## src/rtl/bir_pkg.sv

```systemverilog
package bir_pkg;

  // Strobes from the isolation control to the reset/gating datapath
  typedef struct packed {
    logic isolated;   // synchronized isolate level, 1 = bus side off
    logic exitPulse;  // isolate-exit reset pulse, local clock domain
  } ctlStrobe_t;

  localparam logic [15:0] PM_CAP_MAIN    = 16'h7E22;
  localparam int          PM_CAP_AUX_BIT = 15;

endpackage

```

## src/rtl/bir_ctrl.sv

```systemverilog
module bir_ctrl
  import bir_pkg::*;
#(
  parameter int EXIT_RST_CYCLES = 16,
  parameter int ISO_SYNC_STAGES = 2
) (
  input  logic       clk,
  input  logic       porRst,
  input  logic       isolateN,
  output ctlStrobe_t ctl
);

  localparam int CNT_W = $clog2(EXIT_RST_CYCLES + 1);
  localparam logic [CNT_W-1:0] CNT_LOAD = CNT_W'(EXIT_RST_CYCLES);

  logic [ISO_SYNC_STAGES-1:0] isoSync;
  logic                       isoSyncOut;
  logic                       isoPrev;
  logic                       exitEdge;
  logic [CNT_W-1:0]           exitCnt;

  // Two-flop (parameterized) synchronizer on the asynchronous isolate pin
  always_ff @(posedge clk or posedge porRst) begin
    if (porRst) begin
      isoSync <= '1;
    end else begin
      isoSync <= {isoSync[ISO_SYNC_STAGES-2:0], isolateN};
    end
  end

  assign isoSyncOut = isoSync[ISO_SYNC_STAGES-1];

  always_ff @(posedge clk or posedge porRst) begin
    if (porRst) begin
      isoPrev <= 1'b1;
    end else begin
      isoPrev <= isoSyncOut;
    end
  end

  assign exitEdge = isoSyncOut & ~isoPrev;

  // Exit reset timer on the local clock; a new edge reloads it
  always_ff @(posedge clk or posedge porRst) begin
    if (porRst) begin
      exitCnt <= '0;
    end else if (exitEdge) begin
      exitCnt <= CNT_LOAD;
    end else if (exitCnt != '0) begin
      exitCnt <= exitCnt - 1'b1;
    end
  end

  always_comb begin
    ctl           = '0;
    ctl.isolated  = ~isoSyncOut;
    ctl.exitPulse = (exitCnt != '0);
  end

  // Checker counter: length of the current exit pulse run
  logic [CNT_W:0] runLen;
  always_ff @(posedge clk or posedge porRst) begin
    if (porRst) begin
      runLen <= '0;
    end else if (ctl.exitPulse) begin
      if (runLen != {(CNT_W+1){1'b1}}) runLen <= runLen + 1'b1;
    end else begin
      runLen <= '0;
    end
  end

  // a rising synchronized isolate starts the exit pulse on the next edge
  a_r9_exit_starts: assert property (@(posedge clk) disable iff (porRst)
    $rose(isoSyncOut) |=> ctl.exitPulse);

  // every exit pulse lasts at least EXIT_RST_CYCLES cycles
  a_r9_pulse_len: assert property (@(posedge clk) disable iff (porRst)
    $fell(ctl.exitPulse) |-> (runLen >= (CNT_W+1)'(EXIT_RST_CYCLES)));

endmodule

```

## src/rtl/bir_rst_sync.sv

```systemverilog
module bir_rst_sync #(
  parameter int STAGES = 2
) (
  input  logic clk,
  input  logic rawRst,
  output logic syncRst
);

  logic [STAGES-1:0] stage;

  // Asynchronous assertion, release shifted through STAGES flops
  always_ff @(posedge clk or posedge rawRst) begin
    if (rawRst) begin
      stage <= '1;
    end else begin
      stage <= {stage[STAGES-2:0], 1'b0};
    end
  end

  assign syncRst = stage[STAGES-1];

  // release only after the raw reset was low at the previous edge
  a_r1_sync_release: assert property (@(posedge clk) disable iff (rawRst)
    $fell(syncRst) |-> !$past(rawRst));

endmodule

```

## src/rtl/bir_datapath.sv

```systemverilog
module bir_datapath
  import bir_pkg::*;
#(
  parameter int NUM_BUS_OUT     = 8,
  parameter int RST_SYNC_STAGES = 2
) (
  input  logic                   clk,
  input  logic                   porRst,
  input  logic                   altRstN,
  input  logic                   busRstN,
  input  logic                   auxStrap,
  input  logic [NUM_BUS_OUT-1:0] busOutEnReq,
  input  ctlStrobe_t             ctl,
  output logic                   intRst,
  output logic                   auxPwrFlag,
  output logic [15:0]            pmCap,
  output logic                   busInBlock,
  output logic [NUM_BUS_OUT-1:0] busOutEn,
  output logic                   wakeOutEn
);

  logic rawRst;
  logic busRstSeen;

  // Bus reset counts only while the bus side is connected
  assign busRstSeen = ~busRstN & ~ctl.isolated;
  assign rawRst     = porRst | ~altRstN | busRstSeen | ctl.exitPulse;

  bir_rst_sync #(.STAGES(RST_SYNC_STAGES)) u_rstSync (
    .clk     (clk),
    .rawRst  (rawRst),
    .syncRst (intRst)
  );

  // Strap capture during power-on reset only
  always_ff @(posedge clk) begin
    if (porRst) begin
      auxPwrFlag <= auxStrap;
    end
  end

  always_comb begin
    pmCap                 = PM_CAP_MAIN;
    pmCap[PM_CAP_AUX_BIT] = auxPwrFlag;
  end

  // Isolation gating: inputs blocked, outputs tristated, wake stays driven
  assign busInBlock = ctl.isolated;

  for (genvar g = 0; g < NUM_BUS_OUT; g++) begin : g_outEn
    assign busOutEn[g] = busOutEnReq[g] & ~ctl.isolated;
  end

  assign wakeOutEn = 1'b1;

  // the flag holds once power-on reset is over
  a_r2_aux_hold: assert property (@(posedge clk) disable iff (porRst)
    $past(!porRst) |-> $stable(auxPwrFlag));

  // alternate reset forces the internal reset
  a_r4_alt_forces: assert property (@(posedge clk) disable iff (porRst)
    !altRstN |-> intRst);

  // visible bus reset forces the internal reset
  a_r5_bus_forces: assert property (@(posedge clk) disable iff (porRst)
    (!busRstN && !busInBlock) |-> intRst);

  // no bus output is driven while inputs are gated
  a_r6_out_off: assert property (@(posedge clk) disable iff (porRst)
    busInBlock |-> (busOutEn == '0));

endmodule

```

## src/rtl/bus_iso_rst_ctrl.sv

```systemverilog
module bus_iso_rst_ctrl
  import bir_pkg::*;
#(
  parameter int NUM_BUS_OUT     = 8,
  parameter int EXIT_RST_CYCLES = 16,
  parameter int RST_SYNC_STAGES = 2
) (
  input  logic                   clk,
  input  logic                   porRst,
  input  logic                   altRstN,
  input  logic                   isolateN,
  input  logic                   busRstN,
  input  logic                   auxStrap,
  input  logic [NUM_BUS_OUT-1:0] busOutEnReq,
  output logic                   intRst,
  output logic                   auxPwrFlag,
  output logic [15:0]            pmCap,
  output logic                   busInBlock,
  output logic [NUM_BUS_OUT-1:0] busOutEn,
  output logic                   wakeOutEn
);

  ctlStrobe_t ctl;

  bir_ctrl #(
    .EXIT_RST_CYCLES (EXIT_RST_CYCLES),
    .ISO_SYNC_STAGES (2)
  ) u_ctrl (
    .clk      (clk),
    .porRst   (porRst),
    .isolateN (isolateN),
    .ctl      (ctl)
  );

  bir_datapath #(
    .NUM_BUS_OUT     (NUM_BUS_OUT),
    .RST_SYNC_STAGES (RST_SYNC_STAGES)
  ) u_datapath (
    .clk         (clk),
    .porRst      (porRst),
    .altRstN     (altRstN),
    .busRstN     (busRstN),
    .auxStrap    (auxStrap),
    .busOutEnReq (busOutEnReq),
    .ctl         (ctl),
    .intRst      (intRst),
    .auxPwrFlag  (auxPwrFlag),
    .pmCap       (pmCap),
    .busInBlock  (busInBlock),
    .busOutEn    (busOutEn),
    .wakeOutEn   (wakeOutEn)
  );

  // Edges seen since power-on reset ended, saturating at 3
  logic [1:0] edgesSinceRel;
  always_ff @(posedge clk or posedge porRst) begin
    if (porRst) begin
      edgesSinceRel <= '0;
    end else if (edgesSinceRel != 2'd3) begin
      edgesSinceRel <= edgesSinceRel + 1'b1;
    end
  end

  // input gating tracks the isolate pin two edges late
  a_r6_gate_latency: assert property (@(posedge clk) disable iff (porRst)
    (edgesSinceRel == 2'd3) |-> (busInBlock == !$past(isolateN, 2)));

endmodule

```

## config.mk

```make
export PLATFORM = sky130hd
export DESIGN_NAME = bus_iso_rst_ctrl
export DESIGN_NICKNAME = d
export VERILOG_FILES = /design/src/rtl/bir_pkg.sv /design/src/rtl/bir_ctrl.sv /design/src/rtl/bir_rst_sync.sv /design/src/rtl/bir_datapath.sv /design/src/rtl/bus_iso_rst_ctrl.sv
export SDC_FILE = /design/constraint.sdc
export NUM_CORES = 1
export LEC_CHECK = 0
export ABC_AREA = 1
export CAP_MARGIN = 10
export CORE_MARGIN = 3
export CORE_UTILIZATION = 34
export CTS_BUF_LIST = sky130_fd_sc_hd__clkbuf_8
export DETAILED_ROUTE_END_ITERATION = 8
export PLACE_DENSITY = 0.83
export REMOVE_ABC_BUFFERS = 1
export SLEW_MARGIN = 20
export SYNTH_ARGS = -nofsm -noshare
export SYNTH_HDL_FRONTEND = slang
export SYNTH_HIERARCHICAL = 1
export SYNTH_SLANG_ARGS = --single-unit
```

## constraint.sdc

```tcl
create_clock -name clk -period 1.5 [get_ports clk]
set_input_delay 0.3 -clock clk [delete_from_list [all_inputs] [get_ports clk]]
set_output_delay 0.3 -clock clk [all_outputs]
set_load 0.1 [all_outputs]
```

==> flow_summary_export.csv <==
group,metric,value,unit
setup_path,reg2reg_depth,6,
setup_path,rrSetupSlack,0.18,ns
route,routedWlPerCell,11.1,um
sta,min_period,1.51,ns
route,firstDrtPassIters,2,
placed_design,place.gp.congestion,0.736,
sta,fin_worst_skew,0.00104,ns
clocking,cts_buffers,3,
sta,final-hold-violation-count,0,
layout,layout_commonest_cell,"inv_1",
layout,drive_above_1_share,34.5,%
floorplanning,core,1840,um2
sta,worst_slack,-0.0120,ns
layout,fillers,149,
synth,syn_area,706,um2
route,met3_length,191,um
placed_design,placed_area,1010,um2
route,dr_wl_met2,864,um
sta,slew_viol_final,0,
synth,synth_top_area_share,19.1,%
floorplanning,die_y,51.6,um
setup_path,end_kind,"primary output",
run_status,status,"complete, but fails checks",
synth,ys_warn_count,6,
worst_hold_path,hold_end,"u_datapath/u_rstSync/stage[1]",
clocking,cts_sinks,11,
layout,fin_area,1150,um2
global_routing,grt_remaining_overflow,0,
power,power,1.52,mW
sta,holdWs,0.355,ns
route,drtIter0Drc,5,
route,top_layer_used,"met4",
clocking,insertion_delay,0.23,ns
floorplanning,num_rows,15,
synth,synthCells,88,
global_routing,track_usage,13.0,%
synth,ys_seq_area_share,40.6,%
synth,ys_seq_elements,11,
sta,timing.final.crit_share,101,%
floorplanning,fp.dieW,51.6,um
layout,final_nets,129,
global_routing,antenna_found_initial,0,
floorplanning,die_area,2660,um2
route,routed_wl,1530,um
clocking,cts-htree-levels,1,
setup_path,crit_required,1.20,ns
placed_design,port_buffers,25,
power,vdd_drop_max,931,uV
clocking,tritoncts,"done",
setup_path,crit_family,"flip-flops",
setup_path,critPathLaunchType,"register",
setup_path,worstReg2RegStart,"u_ctrl/isoSync[1]",
sta,max_freq,661,MHz
power,p_leak,0.595,nW
layout,diodes,0,
setup_path,critPathSlowestCell,"dfstp_2",
global_routing,grt_pass1_vias,533,
synth,netlist_top_cells_area,"buf_4 (19%), dfstp_2 (19%), dfrtp_1 (18%)",
setup_path,cp_max_fo,9,
floorplanning,io_pins,42,
placed_design,placed_cells,133,
synth,synth.distinct_cells,18,
sta,fin_tns_setup,-0.0481,ns
setup_path,cp_data_arrival_time,1.21,ns
worst_hold_path,hp-class,"register to register",
power,p_per_area,1330,nW/um2
setup_path,max_stage_delay,0.58,ns
setup_path,crit_chain,"inv_8 -> nor2_4 -> buf_12",
flow_run,maxCapViolations,0,
worst_hold_path,worstHoldStart,"u_datapath/u_rstSync/stage[0]",
layout,layout_common_cells,"inv_1 (18), conb_1 (17), clkdlybuf4s50_1 (13), buf_12 (13), nand2_1 (10)",
setup_path,critPathBufInv,2,
global_routing,grt_pass1_wl,2390,um
route,wl_met1,439,um
floorplanning,initial_core_util,38.4,%
setup_path,cp.depth,3,
run_status,failed_checks,"negative setup slack",
placed_design,pre_cts_ws,-0.00414,ns
synth,synth.avg_cell_area,8.02,um2
clocking,hold_buffers,0,
global_routing,grt_max_degree,10,
layout,syn_to_final_growth,62.8,%
synth,synth_top_area_cell,"buf_4",
sta,rsz0062_at_grt,"yes",
route,detail-route-antenna-nets,0,
worst_hold_path,min_path_cells,0,
sta,finalSetupViolations,5,
placed_design,dpl.hpwl,1240,um
layout,utilization,62.4,%
clocking,root_buffer,"clkbuf_8",
route,vias_per_cell,3.93,
route,drc,0,
layout,fin_cells,138,
clocking,clockBufferDepth,2,
setup_path,worstSetupPathType,"register to primary output",
clocking,path_clk_slew,0.05,ns
setup_path,r2r_end,"u_ctrl/exitCnt[0]",
route,route.vias.total,543,
==> state kept, by name, summed over array words and instances, names as in the netlist <==
register and flops:
u_ctrl/exitCnt 5, u_ctrl/isoSync 2, u_datapath/u_rstSync/stage 2, u_ctrl/isoPrev 1, u_datapath/auxPwrFlag 1
==> where the power goes <==
| group | switching, mW | internal (mW) |
|---|---|---|
| sequential | 0.0556 | 0.382 |
| combinational | 0.550 | 0.252 |
| clock | 0.105 | 0.179 |
| total | 0.711 | 0.813 |
==> per-layer routing <==
metal  up-vias  track usage [%]
li1        262                -
met2        33             24.8
met1       244             11.0
met5         -                0
met4         0             7.86
met3         4             5.16
==> synthesized netlist by cell type, drive strengths merged <==
cell type  instances
inv               20
buf               19
nor2              16
nand2             12
dfrtp              5
dfstp              5
nand3              4
conb               3
edfxtp             1
ha                 1
nand3b             1
xor2               1
==> how the worst max path moves through the flow <==
stage	startpoint	endpoint	slack [ns]
2_1_floorplan	u_ctrl/isoSync[1]	busOutEn[0]	-0.90
3_3_place_gp	busOutEnReq[5]	busOutEn[5]	0.03
3_5_place_dp	busOutEnReq[6]	busOutEn[6]	-0.004
4_1_cts	u_ctrl/isoSync[1]	busOutEn[3]	-0.03
5_1_grt	u_ctrl/isoSync[1]	busOutEn[1]	-0.06
6_report	u_ctrl/isoSync[1]	busOutEn[7]	-0.01
==> what timing repair did <==
action | in CTS | in global routing
setup buffers | 1 | 0
setup endpoints to repair | 8 | 10
gates resized for setup | 19 | 1
pin swaps | 1 | 3
==> area by class of cell <==
cell class / instances / area (um2) / area share [%]
Clock buffer: 3 / 41.3 / 3.59
Inverter: 20 / 82.6 / 7.19
Timing Repair Buffer: 26 / 390 / 34.0
Tap cell: 25 / 31.3 / 2.72
Clock inverter: 1 / 3.75 / 0.327
Sequential cell: 11 / 287 / 24.9
Multi-Input combinational cell: 52 / 313 / 27.2
==> kinds of logic (layout without fill, tap and decap cells) <==
| logic type | count (synthesis) | count (layout) | share of synthesized area (%) |
|---|---|---|---|
| buffers and inverters | 39 | 50 | 31.4 |
| XOR/XNOR | 1 | 1 | 1.24 |
| AND/OR/NAND/NOR | 33 | 33 | 23.4 |
| other | 3 | 17 | 1.60 |
| adder cells (fa/ha/maj) | 1 | 1 | 1.77 |
| flip-flops | 11 | 11 | 40.6 |
(Power assumes the default switching activity.)
